## src/rtl/bank_aperture.sv

```systemverilog
module bank_aperture #(
  parameter int HOST_W  = 20,
  parameter int LIN_W   = 24,
  parameter int VRAM_MB = 1
) (
  input  logic              clk,
  input  logic              rst_n,
  input  logic [HOST_W-1:0] host_addr,
  input  logic [1:0]        map_sel,
  input  logic [LIN_W-1:0]  bank0_base,
  input  logic [LIN_W-1:0]  bank1_base,
  output logic [LIN_W-1:0]  lin_addr,
  output logic              hit,
  output logic [LIN_W-1:0]  vram_addr
);
  localparam logic [63:0] VRAM_BYTES = (VRAM_MB == 0) ? 64'h80000 : (64'(VRAM_MB) << 20);
  localparam logic [LIN_W-1:0] SIZE_MASK = LIN_W'(VRAM_BYTES - 64'd1);

  logic [HOST_W-1:0] win_base;
  logic [16:0]       win_mask;
  logic              banked;

  always_comb begin
    case (map_sel)
      2'b00:   begin win_base = HOST_W'(20'hA0000); win_mask = 17'h1FFFF; banked = 1'b0; end
      2'b01:   begin win_base = HOST_W'(20'hA0000); win_mask = 17'h0FFFF; banked = 1'b1; end
      2'b10:   begin win_base = HOST_W'(20'hB0000); win_mask = 17'h07FFF; banked = 1'b1; end
      default: begin win_base = HOST_W'(20'hB8000); win_mask = 17'h07FFF; banked = 1'b1; end
    endcase
  end

  wire [HOST_W-1:0] rel    = host_addr - win_base;
  wire              in_win = (rel <= HOST_W'(win_mask));
  wire [16:0]       off    = rel[16:0] & win_mask;
  wire [LIN_W-1:0]  bank_b = off[15] ? bank1_base : bank0_base;
  wire [LIN_W-1:0]  lin_c  = banked ? (bank_b + LIN_W'(off[14:0])) : LIN_W'(off);

  always_ff @(posedge clk or negedge rst_n) begin
    if (!rst_n) begin
      hit       <= 1'b0;
      lin_addr  <= '0;
      vram_addr <= '0;
    end else begin
      hit       <= in_win;
      lin_addr  <= in_win ? lin_c : '0;
      vram_addr <= in_win ? (lin_c & SIZE_MASK) : '0;
    end
  end
endmodule


```

## config.mk

```make
export PLATFORM = sky130hd
export DESIGN_NAME = bank_aperture
export DESIGN_NICKNAME = d
export VERILOG_FILES = /design/src/rtl/bank_aperture.sv
export SDC_FILE = /design/constraint.sdc
export NUM_CORES = 1
export LEC_CHECK = 0
export BUFFER_PORTS_ARGS = -buffer_cell sky130_fd_sc_hd__buf_2
export CAP_MARGIN = 40
export CORE_MARGIN = 3
export CORE_UTILIZATION = 48
export DETAILED_ROUTE_END_ITERATION = 10
export PLACE_DENSITY = 0.9
export SLEW_MARGIN = 30
export SYNTH_ARGS = -nofsm -noshare
export SYNTH_HDL_FRONTEND = slang
export SYNTH_SLANG_ARGS = --single-unit
```

## constraint.sdc

```tcl
create_clock -name clk -period 0.8 [get_ports clk]
set_clock_uncertainty 0.05 [all_clocks]
set_input_delay 0.12 -clock clk [delete_from_list [all_inputs] [get_ports clk]]
set_output_delay 0.12 -clock clk [all_outputs]
set_load 0.05 [all_outputs]
```

==> results of run 1 <==
## timing repair
item,4_1_cts
setup endpoints to repair,70
resized for setup,131
buffers inserted,12
pin swaps,30
endpoints found under the hold margin,25
gates cloned,1
## kinds of logic after synthesis
group                    Yosys count  synth area share
flip-flops                        25             0.244
adder cells (fa/ha/maj)           24             0.123
buffers and inverters             49             0.110
other                              1           0.00146
AND/OR/NAND/NOR                   82             0.152
multiplexers                      21            0.0898
XOR/XNOR                          17            0.0581
AO/OA/AOI/OAI                     84             0.221
## metrics by stage
step                utilization  setup slack, ps  TNS [ps]  std cells
CTS                       0.895            -1990    -54650        544
floorplan                     -            -2310    -50380        306
global placement          0.771            -2230    -50890        529
detailed placement        0.771            -2390    -53650        529
## routing by layer
layer  GRT overflow  GRT usage
met4            100       1.01
met2            244       1.13
met3              1      0.607
met5              0      0.218
met1              0      0.828
==> results.ini, run 1 <==
[status]
status = aborted with a tool error
haltStage = global routing
toolErrorMsg = [ERROR GRT-0232] Routing congestion too high. Check the congestion heatmap in the GUI.

[clocking]
clock_sinks = 25
root_buffer = clkbuf_8
clockBufferDepth = 2
cts-buffers-inserted = 3
cts_max_level = 1

[logic_synthesis]
async_flop_share = 1.00
synth_commonest_cells = 30 x nand2_1, 28 x a21oi_1, 25 x dfrtp_1
ys_warn_count = 0
yosys.area.top_type_share = 0.244
ys.flop_type = dfrtp_1
syn_inst = 303
yosysMostFrequentCell = nand2_1
syn_area_sq_mm = 0.00256
synth-edff-count = 0
synth_cell_types = 53
synth-seq-cells = 25
ys_seq_area_frac = 0.244
synth.area.top_cells = dfrtp_1 24%, ha_1 11%, buf_4 7.0%
synth.avg_cell_area_sq_um = 8.46
synth_top_cell_by_area = dfrtp_1

[sta]
grt-worst-endpoint = lin_addr[21]$_DFF_PN0_/D
worst_endpoint_kind = register input

[placement]
io_buffers = 116
gp_routability_congestion = 1.02
dpl-instance-area_sq_mm = 0.00381
dp_hpwl_mm = 7.63

[floorplanning]
num_io_pins = 121
start_util = 0.518
die_y_um = 79.1
die-width_um = 79.1
num_rows = 25

[global_route]
grt-ovfl-total = 345
grt_max_degree = 26
grt.total_usage = 0.878

==> inputs of run 2 (changes only) <==
--- a/config.mk
+++ b/config.mk
@@ -8,9 +8,9 @@
 export BUFFER_PORTS_ARGS = -buffer_cell sky130_fd_sc_hd__buf_2
 export CAP_MARGIN = 40
 export CORE_MARGIN = 3
-export CORE_UTILIZATION = 48
+export CORE_UTILIZATION = 35
 export DETAILED_ROUTE_END_ITERATION = 10
-export PLACE_DENSITY = 0.9
+export PLACE_DENSITY_LB_ADDON = 0.15
 export SLEW_MARGIN = 30
 export SYNTH_ARGS = -nofsm -noshare
 export SYNTH_HDL_FRONTEND = slang
==> results.ini, run 2 <==
[logic_synthesis]
synth_cell_types = 53  ; unchanged
async_flop_share = 1.00  ; unchanged
synthSimpleGateAreaFrac = 0.152  ; unchanged
synth.avg_cell_area_sq_um = 8.46  ; unchanged
synth_top_cell_by_area = dfrtp_1  ; unchanged
synth-edff-count = 0  ; unchanged
ys_warn_count = 0  ; unchanged
ys.flop_type = dfrtp_1  ; unchanged
synth_compound_area_frac = 0.221  ; unchanged
syn_inst = 303  ; unchanged
yosysMostFrequentCell = nand2_1  ; unchanged
synthAdderAreaFrac = 0.123  ; unchanged
ys_seq_area_frac = 0.244  ; unchanged
synth.area.top_cells = dfrtp_1 24%, ha_1 11%, buf_4 7.0%  ; unchanged
synth_top_family_by_area = compound AO/OA/AOI/OAI gates  ; unchanged
yosys.area.top_type_share = 0.244  ; unchanged
synth_commonest_cells = 30 x nand2_1, 28 x a21oi_1, 25 x dfrtp_1  ; unchanged
syn_area_sq_mm = 0.00256  ; unchanged
synth_xor_area_frac = 0.0581  ; unchanged
synthMuxAreaShare = 0.0898  ; unchanged
synth-seq-cells = 25  ; unchanged

[placement]
dpl-instance-area_sq_mm = 0.00384  ; was 0.00381 sq mm
gp_routability_congestion = 0.885  ; was 1.02
io_buffers = 116  ; unchanged
place_inst = 557  ; was 529
dp_slack_ps = -2350  ; was -2390 ps
dp_hpwl_mm = 6.77  ; was 7.63 mm

[layout]
multi_input_area_sq_mm = 0.00221
area_growth_pct = 85.5
regArea_sq_um = 649
final_cell_area_sq_mm = 0.00475
top_register = vram_addr
top_regs = vram_addr (19), lin_addr (5), hit (1)
nets = 582
antennaDiodeCount = 0
layout-drive-gt1-share = 0.674
fin_util = 0.685
layout_common_cells = 77 x buf_4, 69 x buf_2, 60 x buf_6
fill_cells = 541
final_common_cell = buf_4
largest_reg_flops = 19
finalNonFillerCells = 581

[power]
leakage_nw = 2.20
p_per_area_mw_per_mm2 = 1170
power.total_mw = 5.56
irDropWorstVdd_mv = 0.601

[sta]
fin_setup_tns_ps = -55410
fin_crit_ps = 2770
finalHoldViolCount = 0
holdWs_ps = 84.7
setup_ws_ps = -1970
fmax_mhz = 360
rsz0062_at_grt = true
drv_slew = 0
setup_violations = 70
period_share = 3.47

[global_route]
grt-ovfl-total = 0
grt_pass1_vias = 2966
grt_pass1_wl_mm = 14.0
grt_max_degree = 26
grt.total_usage = 0.203
antenna_found_initial = 0

[status]
status = complete, but fails checks  ; was aborted with a tool error
violations = negative setup slack

[worst_setup_path]
crit_family = adder cells
path_class = in2reg
cp_num_buf_inv = 4
start_kind = input port
arrival_ps = 2890
critPathCapture = lin_addr[21]
max_stage_delay_ps = 320
cp.depth = 16
cp_common_cell = ha_4
required_ps = 910
critPathCaptureType = flop
cp_max_fo = 8
slowest_stage = mux2_4
cp-startpoint = map_sel[0]
path_cells = buf_6, and2_4, ha_4, inv_4, ha_4, buf_12, mux2_4, ha_4, and2_4, a32o_2, o21bai_4, a211oi_4, buf_6, o211ai_1, xnor2_1, nor2_1

[detailed_routing]
drt_wl_total_mm = 9.02
drt_pass1_iterations = 4
vias = 2874
vias_per_cell = 4.95
first_iter_violations = 122
postRouteAntennaNets = 0
wl_per_cell_um = 15.5
drc = 0

[min_path]
hp-class = in2reg

[floorplanning]
dieArea_sq_mm = 0.00838
die-width_um = 91.6  ; was 79.1 um
die_y_um = 91.6  ; was 79.1 um
core_area_sq_mm = 0.00694
start_util = 0.369  ; was 0.518
num_rows = 30  ; was 25
num_io_pins = 121  ; unchanged

[clocking]
cts_max_level = 1  ; unchanged
cts-buffers-inserted = 3  ; unchanged
cts_tree = yes
clock_sinks = 25  ; unchanged
clkTransAtPathRegs_ps = 90
root_buffer = clkbuf_8  ; unchanged
clockBufferDepth = 2  ; unchanged

[run]
drv_cap = 0

-- run 2: cell counts after synthesis --
Identical to the previous run, type by type.
-- run 2: per-layer routing --
metal  part of all wire  wire, um  global-route usage
met1               0.45      4030               0.279
met2               0.48      4350               0.341
met5                  0         0                   0
met3              0.057       514              0.0157
met4              0.013       116              0.0553
-- run 2: cell type report --
type	count	share of cell area
Sequential cell	25	0.137
Tap cell	96	0.0253
Clock inverter	1	0.00158
Multi-Input combinational cell	232	0.465
Timing Repair Buffer	210	0.350
Inverter	14	0.0126
Clock buffer	3	0.00869
-- run 2: worst min path at each step --
stage,start,end,slack [ps],depth (start not counted)
2_1_floorplan,rst_n,hit,-230,0
3_3_place_gp,rst_n,vram_addr[6],60,2
3_5_place_dp,rst_n,vram_addr[6],70,2
4_1_cts,host_addr[5],vram_addr[5],80,3
5_1_grt,host_addr[9],vram_addr[9],90,3
6_report,host_addr[9],vram_addr[9],80,3
-- run 2: worst min-delay path, stage by stage --
cell	delay [ps]
buf_2	140
nand3_2	60
o21ai_1	50
-- run 2: repair_timing --
action	4_1_cts	5_1_grt
gates resized for setup	153	23
endpoints found under the hold margin	25	0
buffers inserted	15	6
gates cloned	0	0
setup endpoints to repair	70	70
hold buffers	1	0
pin swaps	35	17
-- run 2: cell families (layout without fill, tap and decap cells) --
family	count (synthesis)	after routing
compound gates	84	84
simple gates	82	82
buf+inv	49	228
flops	25	25
fa+ha+maj	24	24
mux	21	21
xor+xnor	17	17
other cells	1	4
-- run 2: report_power, final --
group | internal (mW) | leakage [nW] | switching, mW | total (mW)
sequential | 1.31 | 0.315 | 0.0387 | 1.35
combinational | 1.71 | 1.86 | 1.77 | 3.48
clock | 0.353 | 0.0217 | 0.380 | 0.733
No activity file was read; power rests on OpenSTA's default activity.
==> inputs of run 3 (changes only) <==
--- a/config.mk
+++ b/config.mk
@@ -11,6 +11,7 @@
 export CORE_UTILIZATION = 35
 export DETAILED_ROUTE_END_ITERATION = 10
 export PLACE_DENSITY_LB_ADDON = 0.15
+export SKIP_LAST_GASP = 1
 export SLEW_MARGIN = 30
 export SYNTH_ARGS = -nofsm -noshare
 export SYNTH_HDL_FRONTEND = slang
==> results.ini, run 3 (synthesis gave the netlist of run 2 again) <==
[status]
status = complete, but fails checks  ; unchanged
violations = negative setup slack  ; unchanged

[placement]
dpl-instance-area_sq_mm = 0.00384  ; unchanged
dp_hpwl_mm = 6.77  ; unchanged
io_buffers = 116  ; unchanged
place_inst = 557  ; unchanged
gp_routability_congestion = 0.885  ; unchanged

[floorplanning]
start_util = 0.369  ; unchanged
core_area_sq_mm = 0.00694  ; unchanged
num_io_pins = 121  ; unchanged
num_rows = 30  ; unchanged
dieArea_sq_mm = 0.00838  ; unchanged
die_y_um = 91.6  ; unchanged
die-width_um = 91.6  ; unchanged

[global_route]
grt-ovfl-total = 0  ; unchanged
grt.total_usage = 0.200  ; was 0.203
grt_max_degree = 26  ; unchanged
grt_most_used_layer = met2  ; unchanged
grt_pass1_wl_mm = 13.8  ; was 14.0 mm
gr-usage-met2 = 0.330  ; was 0.341
grt_pass1_vias = 2945  ; was 2,966
grtUsageMet3 = 0.0174  ; was 0.0157
antenna_found_initial = 0  ; unchanged
grtUsageMet1 = 0.277  ; was 0.279

[layout]
layout-drive-gt1-share = 0.662  ; was 0.674
antennaDiodeCount = 0  ; unchanged
largest_reg_flops = 19  ; unchanged
fill_cells = 550  ; was 541
top_register = vram_addr  ; unchanged
final_common_cell = buf_4  ; unchanged
final_cell_area_sq_mm = 0.00469  ; was 0.00475 sq mm
layout_common_cells = 79 x buf_4, 69 x buf_2, 55 x buf_6  ; was 77 x buf_4, 69 x buf_2, 60 x buf_6
area_growth_pct = 83.0  ; was 85.5%
nets = 579  ; was 582
finalNonFillerCells = 578  ; was 581
top_regs = vram_addr (19), lin_addr (5), hit (1)  ; unchanged

[worst_setup_path]
path_cells = buf_6, and2_4, ha_4, inv_4, ha_4, buf_4, buf_6, mux2_4, ha_4, a21o_1, a21oi_2, buf_4, o21ai_4, or3_1, mux2i_1, nor3_2  ; was buf_6, and2_4, ha_4, inv_4, ha_4, buf_12, mux2_4, ha_4, and2_4, a32o_2, o21bai_4, a211oi_4, buf_6, o211ai_1, xnor2_1, nor2_1
required_ps = 900  ; was 910 ps
cp_max_fo = 8  ; unchanged
cp_common_cell = ha_4  ; unchanged
max_stage_delay_ps = 360  ; was 320 ps
crit_family = adder cells  ; unchanged
cp_num_buf_inv = 5  ; was 4
cp.depth = 16  ; unchanged
slowest_stage = or3_1  ; was mux2_4
arrival_ps = 2850  ; was 2890 ps
start_kind = input port  ; unchanged
path_class = in2reg  ; unchanged
critPathCaptureType = flop  ; unchanged

[sta]
setup_ws_ps = -1950  ; was -1970 ps
drv_slew = 0  ; unchanged
period_share = 3.44  ; was 3.47
setup_violations = 70  ; unchanged
fmax_mhz = 363  ; was 360 MHz
finalHoldViolCount = 0  ; unchanged
holdWs_ps = 86.2  ; was 84.7 ps
fin_crit_ps = 2750  ; was 2770 ps
rsz0062_at_grt = true  ; unchanged

[min_path]
hp-class = in2reg  ; unchanged
whs_path_depth = 3  ; unchanged

[clocking]
clkTransAtPathRegs_ps = 90  ; about the same
cts-buffers-inserted = 3  ; unchanged
cts_max_level = 1  ; unchanged
clockBufferDepth = 2  ; unchanged
cts_tree = yes  ; unchanged
clock_sinks = 25  ; unchanged
root_buffer = clkbuf_8  ; unchanged

[power]
leakage_nw = 2.17  ; was 2.20 nW
power.total_mw = 5.45  ; was 5.56 mW
p_per_area_mw_per_mm2 = 1160  ; was 1170 mW/mm^2
irDropWorstVdd_mv = 0.617  ; was 0.601 mV

[detailed_routing]
vias_per_cell = 4.94  ; was 4.95
drt_wl_total_mm = 8.65  ; was 9.02 mm
postRouteAntennaNets = 0  ; unchanged
vias = 2853  ; was 2,874
drc = 0  ; unchanged
drt_pass1_iterations = 4  ; unchanged
wl_per_cell_um = 15.0  ; was 15.5 um
first_iter_violations = 124  ; was 122

[run]
drv_cap = 0  ; unchanged

[run 3: cell count changes in the layout (fill, tap and decap cells not counted), sizes merged]
| cell | change |
|---|---|
| buf | -3 |
[run 3: per-layer routing]
| metal | share of wire | vias to the layer above |
|---|---|---|
| met4 | 0.015 | 0 |
| met3 | 0.063 | 10 |
| li1 | - | 1425 |
| met5 | 0 | - |
| met1 | 0.46 | 1300 |
| met2 | 0.47 | 118 |
[run 3: final timing paths]
| check | start | end | slack [ps] |
|---|---|---|---|
| min in group asynchronous | rst_n | vram_addr[11] | 310 |
| max in group asynchronous | rst_n | vram_addr[1] | 140 |
| setup / recovery | map_sel[0] | vram_addr[14] | -1950 |
| hold / removal | host_addr[5] | vram_addr[5] | 90 |
[run 3: per-stage QoR]
| stage | setup WS (ps) | util | setup TNS (ps) |
|---|---|---|---|
| after floorplan | -2310 | - | -50380 |
| after global placement | -2320 | 0.553 | -52360 |
| after detailed placement | -2350 | 0.553 | -53290 |
| after CTS | -1910 | 0.657 | -54400 |
| after global routing | -2040 | 0.675 | -57850 |
| final | -1950 | 0.675 | -54340 |
[run 3: cell type report]
class | instances | area (sq um) | share of cell area
well taps | 96 | 120 | 0.0256
clock inverters | 1 | 7.51 | 0.00160
flip-flops and latches | 25 | 649 | 0.139
multi-input cells | 232 | 2190 | 0.467
repair buffers | 207 | 1620 | 0.346
inverters | 14 | 60.1 | 0.0128
clock buffers | 3 | 41.3 | 0.00881
[run 3: where the power goes]
group,total (mW),leakage (nW),internal [mW],switching (mW)
clock network,0.735,0.0217,0.352,0.382
registers,1.35,0.315,1.31,0.0385
logic,3.37,1.83,1.66,1.71
total,5.45,2.17,3.32,2.13
[run 3: repair_timing]
item,CTS,global route
endpoints found under the hold margin,25,0
resized for setup,144,20
setup buffers,15,4
hold buffers,1,0
endpoints found under the setup margin,70,70
pin swaps,35,22
cloned,0,0
